$ cat config.mk
export PLATFORM = sky130hd
export DESIGN_NAME = lvl_irq_top
export DESIGN_NICKNAME = d
export VERILOG_FILES = /design/src/rtl/lvl_irq_pkg.sv /design/src/rtl/lvl_irq_ctrl.sv /design/src/rtl/lvl_irq_dp.sv /design/src/rtl/lvl_irq_top.sv
export SDC_FILE = /design/constraint.sdc
export NUM_CORES = 1
export LEC_CHECK = 0
export CORE_MARGIN = 10
export CORE_UTILIZATION = 35
export DETAILED_ROUTE_END_ITERATION = 10
export PLACE_DENSITY_LB_ADDON = 0.2
export SKIP_CTS_REPAIR_TIMING = 1
export SLEW_MARGIN = 20
export SYNTH_ARGS = -nofsm -noshare
export SYNTH_HDL_FRONTEND = slang
export SYNTH_SLANG_ARGS = --single-unit
$ cat constraint.sdc
create_clock -name clk -period 49.7 [get_ports clk]
set_clock_uncertainty 0.1 [all_clocks]
set_input_delay 9.94 -clock clk [delete_from_list [all_inputs] [get_ports clk]]
set_output_delay 9.94 -clock clk [all_outputs]
set_load 0.03 [all_outputs]
$ cat src/rtl/lvl_irq_pkg.sv
package lvl_irq_pkg;
  // Strobes sent from control to datapath each cycle
  typedef struct packed {
    logic takeAck;   // accept honoured this cycle
    logic blockIrq;  // break detected or pending: silence maskable path
  } ctlStrobe_t;
endpackage

$ cat src/rtl/lvl_irq_ctrl.sv
module lvl_irq_ctrl
  import lvl_irq_pkg::*;
#(
  parameter int SYNC_STAGES = 2
) (
  input  logic       clk,
  input  logic       rstN,
  input  logic       ack,
  input  logic       extIrq,
  input  logic       breakN,
  output ctlStrobe_t strobe,
  output logic       breakReq
);
  localparam int PIPE_W = SYNC_STAGES + 1;

  logic [PIPE_W-1:0] brkPipe;
  logic              brkFall;
  logic              breakPend;

  // synchronizer plus one history stage, idle high
  always_ff @(posedge clk or negedge rstN) begin
    if (!rstN) brkPipe <= '1;
    else       brkPipe <= {brkPipe[PIPE_W-2:0], breakN};
  end

  assign brkFall = brkPipe[PIPE_W-1] & ~brkPipe[PIPE_W-2];

  always_ff @(posedge clk or negedge rstN) begin
    if (!rstN)        breakPend <= 1'b0;
    else if (brkFall) breakPend <= 1'b1;
  end

  assign breakReq        = breakPend;
  assign strobe.blockIrq = breakPend | brkFall;
  assign strobe.takeAck  = ack & extIrq & ~strobe.blockIrq;

  // break request is sticky until reset
  a_r10_break_sticky: assert property (@(posedge clk) disable iff (!rstN)
    breakReq |=> breakReq);

  // break silences the maskable request line
  a_r11_break_blocks: assert property (@(posedge clk) disable iff (!rstN)
    breakReq |-> !extIrq);
endmodule

$ cat src/rtl/lvl_irq_dp.sv
module lvl_irq_dp
  import lvl_irq_pkg::*;
#(
  parameter int NUM_SRC = 31,
  parameter int LVL_W   = 3
) (
  input  logic                       clk,
  input  logic                       rstN,
  input  logic [NUM_SRC-1:0]         irqReq,
  input  logic                       cfgWe,
  input  logic [$clog2(NUM_SRC)-1:0] cfgIdx,
  input  logic [LVL_W-1:0]           cfgLevel,
  input  logic                       maskWe,
  input  logic [LVL_W-1:0]           maskData,
  input  logic                       intEnable,
  input  ctlStrobe_t                 strobe,
  output logic                       extIrq,
  output logic [$clog2(NUM_SRC)-1:0] vecNum,
  output logic [LVL_W-1:0]           vecLevel,
  output logic [LVL_W-1:0]           maskLevel,
  output logic [$clog2(NUM_SRC)-1:0] acceptedSrc
);
  localparam int               IDX_W   = $clog2(NUM_SRC);
  localparam logic [LVL_W-1:0] LVL_OFF = '1;

  logic [LVL_W-1:0]   srcLvl [NUM_SRC];
  logic [NUM_SRC-1:0] eligible;
  logic               bestFound;
  logic [IDX_W-1:0]   bestIdx;
  logic [LVL_W-1:0]   bestLvl;
  logic               fire;

  // per-source level registers
  always_ff @(posedge clk or negedge rstN) begin
    if (!rstN) begin
      for (int i = 0; i < NUM_SRC; i++) srcLvl[i] <= LVL_OFF;
    end else if (cfgWe) begin
      for (int i = 0; i < NUM_SRC; i++)
        if (cfgIdx == IDX_W'(i)) srcLvl[i] <= cfgLevel;
    end
  end

  // eligibility per source
  for (genvar g = 0; g < NUM_SRC; g++) begin : gElig
    assign eligible[g] = irqReq[g] && (srcLvl[g] != LVL_OFF) && (srcLvl[g] < maskLevel);
  end

  // resolver: lowest level wins, scanning downward so lower index wins ties
  always_comb begin
    bestFound = 1'b0;
    bestIdx   = '0;
    bestLvl   = LVL_OFF;
    for (int i = NUM_SRC - 1; i >= 0; i--) begin
      if (eligible[i] && (srcLvl[i] <= bestLvl)) begin
        bestFound = 1'b1;
        bestIdx   = IDX_W'(i);
        bestLvl   = srcLvl[i];
      end
    end
  end

  assign fire = bestFound & intEnable & ~strobe.blockIrq;

  always_ff @(posedge clk or negedge rstN) begin
    if (!rstN) begin
      extIrq   <= 1'b0;
      vecNum   <= '0;
      vecLevel <= '0;
    end else begin
      extIrq   <= fire;
      vecNum   <= fire ? bestIdx : '0;
      vecLevel <= fire ? bestLvl : '0;
    end
  end

  always_ff @(posedge clk or negedge rstN) begin
    if (!rstN) begin
      maskLevel   <= LVL_OFF;
      acceptedSrc <= '0;
    end else begin
      if (maskWe)              maskLevel <= maskData;
      else if (strobe.takeAck) maskLevel <= vecLevel;
      if (strobe.takeAck)      acceptedSrc <= vecNum;
    end
  end

  // a presented request never carries the disabled level
  a_r2_not_disabled: assert property (@(posedge clk) disable iff (!rstN)
    extIrq |-> (vecLevel != LVL_OFF));

  // presented level lay below the mask in force at the sampling edge
  a_r5_below_mask: assert property (@(posedge clk) disable iff (!rstN)
    extIrq |-> (vecLevel < $past(maskLevel)));

  // request only follows a cycle with interrupts enabled
  a_r6_enable_gate: assert property (@(posedge clk) disable iff (!rstN)
    extIrq |-> $past(intEnable));

  // an honoured accept latches the presented index
  a_r8_accept_latch: assert property (@(posedge clk) disable iff (!rstN)
    strobe.takeAck |=> (acceptedSrc == $past(vecNum)));
endmodule

$ cat src/rtl/lvl_irq_top.sv
module lvl_irq_top
  import lvl_irq_pkg::*;
#(
  parameter int NUM_SRC = 31,
  parameter int LVL_W   = 3
) (
  input  logic                       clk,
  input  logic                       rstN,
  input  logic [NUM_SRC-1:0]         irqReq,
  input  logic                       cfgWe,
  input  logic [$clog2(NUM_SRC)-1:0] cfgIdx,
  input  logic [LVL_W-1:0]           cfgLevel,
  input  logic                       maskWe,
  input  logic [LVL_W-1:0]           maskData,
  input  logic                       intEnable,
  input  logic                       ack,
  input  logic                       breakN,
  output logic                       extIrq,
  output logic [$clog2(NUM_SRC)-1:0] vecNum,
  output logic [LVL_W-1:0]           vecLevel,
  output logic [LVL_W-1:0]           maskLevel,
  output logic [$clog2(NUM_SRC)-1:0] acceptedSrc,
  output logic                       breakReq
);
  ctlStrobe_t strobe;

  lvl_irq_ctrl #(.SYNC_STAGES(2)) uCtrl (
    .clk      (clk),
    .rstN     (rstN),
    .ack      (ack),
    .extIrq   (extIrq),
    .breakN   (breakN),
    .strobe   (strobe),
    .breakReq (breakReq)
  );

  lvl_irq_dp #(.NUM_SRC(NUM_SRC), .LVL_W(LVL_W)) uDp (
    .clk         (clk),
    .rstN        (rstN),
    .irqReq      (irqReq),
    .cfgWe       (cfgWe),
    .cfgIdx      (cfgIdx),
    .cfgLevel    (cfgLevel),
    .maskWe      (maskWe),
    .maskData    (maskData),
    .intEnable   (intEnable),
    .strobe      (strobe),
    .extIrq      (extIrq),
    .vecNum      (vecNum),
    .vecLevel    (vecLevel),
    .maskLevel   (maskLevel),
    .acceptedSrc (acceptedSrc)
  );
endmodule

---- After elaboration in Yosys (flattened, before gate mapping) ----
Cells that the tools add are included.
Widths: inputs -> output; s select.
storage, ports and cells
  register bits ........................... 114
  input bits .............................. 49
  output and inout bits ................... 18
  logic and storage cells ................. 392
cells by class
  magnitude comparators ................... 62
  equal/unequal tests ..................... 61
  muxes and demuxes ....................... 97
  bitwise operators ....................... 8
  reduce and logical (&&, ||, !) cells .... 126
operators with widths
  operator            count
  $mux 5              32
  $mux 3              34
  $logic_and 1x1->1   93
  $lt 3x3->1          31
  $ne 3x3->1 const B  31
  $le 3x3->1          30
  $eq 5x5->1 const B  15
  $reduce_and 2->1    31
  $eq 5x4->1 const B  8
  $mux 1              31
  $eq 5x3->1 const B  4
  $eq 5x2->1 const B  2
  $and 1x1->1         5
  $eq 5x1->1 const B  1
  $logic_not 5->1     1
  $le 3x3->1 const B  1
  $not 1->1           2
  $reduce_bool 2->1   1
  $or 1x1->1          1

---- Logic depth before layout (Yosys ltp) ----
  word-level depth ........................ 98
  gate-level depth with buffers ........... 239
  depth with buffers taken out ............ 235

---- Hierarchy ----
From an unflattened synthesis, not the netlist that was laid out.
unflattened totals
  cells, all modules ...................... 1,221
  area, all modules ....................... 10,615.2 sq um
by module, submodules not included
  module        instances  cells an instance  area an instance (sq um)  seq. area each (sq um)
  lvl_irq_dp    1          1,212              10,473.8                  2,872.8
  lvl_irq_ctrl  1          9                  141.4                     103.8

---- Worst setup path after synthesis ----
No wires, ideal clock.
  path kind ............................... input to register
  start point ............................. input irqReq[30]
  end point ............................... register uDp.vecNum[1]
  library setup time ...................... 0.125 ns
  arrival ................................. 48.284 ns
  required time ........................... 49.475 ns
  path slack .............................. 1.191 ns
  cell stages on the path ................. 226
  path buffers ............................ 4
  cell sequence ........................... nor2b_1 -> o211ai_2 -> nand2b_4 -> inv_4 -> ha_1 -> nand3_1 -> o21ai_0 -> o211ai_1 -> buf_6 -> mux2_2 -> ha_1 -> nor2_1 -> and2_1 -> a211oi_1 -> o31ai_1 -> mux2_2 -> ha_1 -> nor2_1 -> [... 190 more ...] -> a21o_1 -> ha_1 -> a21o_1 -> a21oi_1 -> a31oi_1 -> nor2_1 -> inv_1 -> nand2_1 -> inv_1 -> a21oi_1 -> ha_1 -> a21o_1 -> a21oi_1 -> a31oi_1 -> nor2_1 -> nor4b_2 -> a21o_1 -> a2111oi_0
on the way
  word-level cells in the longest chain between the ends .. 97
  elaborated cells on any way between the ends .. 158
  classes of those cells .................. order compare (30); mux (93); bitwise (2); reduce/logical (33)
RTL lines
  what                                line              source
  from (decl)                         lvl_irq_top.sv:9  input logic [NUM_SRC-1:0] irqReq,
  $logic_and 1x1->1 (*) (2 in a row)  lvl_irq_dp.sv:45  assign eligible[g] = irqReq[g] && (srcLvl[g] != LVL_OFF) && (srcLvl[g] < maskLevel);
  $logic_and 1x1->1 (*)               lvl_irq_dp.sv:54  if (eligible[i] && (srcLvl[i] <= bestLvl)) begin
  $mux 3                              lvl_irq_dp.sv:54
  $le 3x3->1                          lvl_irq_dp.sv:54
  $logic_and 1x1->1                   lvl_irq_dp.sv:54
  $mux 3                              lvl_irq_dp.sv:54
  $le 3x3->1                          lvl_irq_dp.sv:54
  $logic_and 1x1->1                   lvl_irq_dp.sv:54
  [... 79 more ...]                   n/a
  $le 3x3->1                          lvl_irq_dp.sv:54
  $logic_and 1x1->1                   lvl_irq_dp.sv:54
  $mux 3                              lvl_irq_dp.sv:54
  $le 3x3->1                          lvl_irq_dp.sv:54
  $logic_and 1x1->1                   lvl_irq_dp.sv:54
  $mux 1                              lvl_irq_dp.sv:54
  $and 1x1->1 (2 in a row)            lvl_irq_dp.sv:62  assign fire = bestFound & intEnable & ~strobe.blockIrq;
  $mux 5 (*)                          lvl_irq_dp.sv:71  vecNum <= fire ? bestIdx : '0;
  to (signal assigned)                lvl_irq_dp.sv:71
  to (decl)                           lvl_irq_dp.sv:18  output logic [$clog2(NUM_SRC)-1:0] vecNum,
Mark *: on every way between the ends. The rest lies on a longest branch, timed or not.
A chain may end at the register's enable or synchronous reset.

---- Worst setup path after layout ----
  start point ............................. input irqReq[30]
  end point ............................... register uDp.vecLevel[0]
on the way
  word-level cells in the longest chain between the ends .. 97
  elaborated cells on any way between the ends .. 128
  classes of those cells .................. order compare (30); mux (63); bitwise (2); reduce/logical (33)
RTL lines
  what                                line              source
  $logic_and 1x1->1 (*) (2 in a row)  lvl_irq_dp.sv:45
  $logic_and 1x1->1 (*)               lvl_irq_dp.sv:54
  $mux 3                              lvl_irq_dp.sv:54
  $le 3x3->1                          lvl_irq_dp.sv:54
  $logic_and 1x1->1                   lvl_irq_dp.sv:54
  $mux 3                              lvl_irq_dp.sv:54
  $le 3x3->1                          lvl_irq_dp.sv:54
  $logic_and 1x1->1                   lvl_irq_dp.sv:54
  [... 79 more ...]                   n/a
  $le 3x3->1                          lvl_irq_dp.sv:54
  $logic_and 1x1->1                   lvl_irq_dp.sv:54
  $mux 3                              lvl_irq_dp.sv:54
  $le 3x3->1                          lvl_irq_dp.sv:54
  $logic_and 1x1->1                   lvl_irq_dp.sv:54
  $mux 1                              lvl_irq_dp.sv:54
  $and 1x1->1 (2 in a row)            lvl_irq_dp.sv:62
  $mux 3 (*)                          lvl_irq_dp.sv:72  vecLevel <= fire ? bestLvl : '0;
  to (signal assigned)                lvl_irq_dp.sv:72
  to (decl)                           lvl_irq_dp.sv:19  output logic [LVL_W-1:0] vecLevel,
Marked as above.

==> results.txt <==
status: finished, final reports clean
FF+latch count, synth: 114
Die ar.: 37700 um^2
Final min period: 47420 ps
Syn Nets: 1389
worst min path class: reg2reg
critical path required time: 49910 ps
crit start category: input pin
critical path's slowest cell: or4b_4
Max Slew Vio Count: 0
Crit Path Category: in2reg
Placer Congestion: 0.872
final WL: 32100 um
commonest non-fill, non-tap cell in the layout: nand2_1
final number of setup-violating endpoints: 0
Cell Area, Placed: 12000 um^2
cells after synthesis: 1226
Post-synth EDFFs: 0
register area share after synthesis: 28.1%
number of global-route vias before repair: 9454
Setup crit end kind: flop
warning count from the yosys run: 0
largest net degree at the start of global routing: 68
share of layout cells above drive strength 1: 33.9%
initial antenna violation count: 0
CTS root buffer: clkbuf_16
Pre-Repair DR Iteration Count: 5
die height: 194 um
TritonCTS clock tree: done
VDD IR max: 0.0327 mV
first-pass GRT wire length: 50800 um
Main synth FF type: dfstp_2
row count: 63
Max Fclk: 21.1 MHz
IO Count: 67
Final period util: 95.4%
CTS buffer count: 17
Ant. Diodes: 0
Final Hold Vio Count: 0
PwrDens: 70.7 nW/um^2
most frequent cells in the layout: nand2_1, ha_1, dfstp_2
PortBufs: 66
post-route ant nets: 0
setup ws final: 2280 ps
Yosys cell types: 90
r2r setup slk: 11130 ps
WL per Instance: 18.1 um
HPWL after DPL: 22900 um
average cell area after synthesis: 8.66 um^2
Max Cap Viol: 0
Non-Filler Instances: 1774
DR DRC count: 0
Clock Pin Slew Worst Setup and Hold Paths: 60 ps
WP data arrival: 47630 ps
Detailed Route Iter0 Violations: 540
Post-Syn Area: 10600 um^2
Core Box Area: 29800 um^2
Post-Place Worst Slack: -1140 ps
Die X: 194 um
Placed Cells: 1703
Crit path largest cell delay: 530 ps
Tightest Pin Transition: 964 ps
area delta synth->final: 27.9%
post-route setup TNS: 0 ps
LEAKAGE: 0.00568 uW
gr ovfl total: 0
fin nets: 1534
clk_lat worst skew: 430 ps
CTS H-tree lvls: 4
Finished Cell Area: 13600 um^2
crit-path max FO: 8
clk sinks: 114
Tot GR Track Use: 16.4%
via count: 9785
Worst path most repeated cell: ha_1
max-slew headroom at the worst pin: 35.1%
Synth async-reset ratio: 100%
starting density of the core: 35.6%
DR vias/cell: 5.52
clk buf depth: 2
[layout make-up]
type	instances	area, um^2
well taps	390	488
fillers	2920	16200
clock inverters	15	170
repair buffers	152	1300
multi-input cells	999	7870
flip-flops and latches	114	2980
clock buffers	17	425
inverters	87	332
[through the flow]
stage	total power, uW	util (%)	hold slack, ps
2_1_floorplan	520	-	245
3_3_place_gp	665	40.2	247
3_5_place_dp	674	40.2	256
4_1_cts	806	42.2	263
5_1_grt	1050	45.5	263
6_report	960	45.5	263
[cell families after synthesis]
family	count (synthesis)	synth area share (%)
and+or+nand+nor	419	19.7
DFF	114	28.1
adders and majority gates	119	13.9
AOI/OAI and AO/OA	361	23.7
buffers and inverters	113	4.12
muxes	100	10.5
[worst paths after layout]
check | endpoint | cells after the start | startpoint
worst max-delay path | uDp.vecLevel[0] | 225 | irqReq[30]
worst min register to register | uCtrl.brkPipe[1] | 0 | uCtrl.brkPipe[0]
worst min-delay path | uCtrl.brkPipe[1] | 0 | uCtrl.brkPipe[0]
min in group asynchronous | uDp.vecLevel[2] | 1 | rstN
max in group asynchronous | uDp.srcLvl[27] | 2 | rstN
worst max register to register | uDp.vecLevel[0] | 228 | uDp.maskLevel[1]
[sequential cells by signal (all words and copies together) (netlist names)]
register,count
uDp.srcLvl,93
uDp.acceptedSrc,5
uCtrl.brkPipe,3
uDp.vecNum,5
uDp.vecLevel,3
uDp.extIrq,1
uDp.maskLevel,3
uCtrl.breakReq,1
[worst max-delay path, delay by kind of cell]
kind | cells | cell delay (ps)
buf+inv | 14 | 1660
simple gates | 69 | 9430
compound gates | 95 | 13470
fa+ha+maj | 33 | 8480
mux | 14 | 4590
[cell usage after synthesis (all sizes together) (5+ instances only)]
master	instances	area share, %
nand2	120	4.2
ha	114	13
nor2	106	3.7
dfstp	99	25
o21ai	93	4.4
mux2	90	9.6
inv	87	3.1
a21oi	60	2.9
nand3	32	1.5
nor2b	28	1.7
a21o	26	1.8
a31oi	25	1.7
nor3	23	1.1
a21boi	22	1.6
clkbuf	20	0.71
or2	20	1.2
a211oi	17	1.4
nand2b	17	1.1
nand4b	17	1.5
o211ai	17	1.3
dfrtp	15	3.5
o21a	11	0.79
or3	11	0.65
and2	10	0.61
mux2i	10	0.94
o2111ai	8	0.72
o31ai	8	0.61
a211o	7	0.58
and3	7	0.41
o211a	7	0.66
o21bai	7	0.53
buf	6	0.31
nand4	6	0.35
maj3	5	0.47
nand3b	5	0.35
nor4	5	0.29
o22ai	5	0.29
[routing by layer]
layer,up-vias,share of wire [%],track usage (%)
met2,195,47,26.8
met3,27,3.4,2.70
met4,0,1.1,3.80
li1,4836,-,-
met5,-,0,0
met1,4727,48,21.9
[where the power goes]
group | internal, uW | switching, uW | total (uW)
clock | 75.1 | 51.2 | 126
combinational | 334 | 350 | 685
sequential | 122 | 26.1 | 149
(Power assumes the default switching activity.)
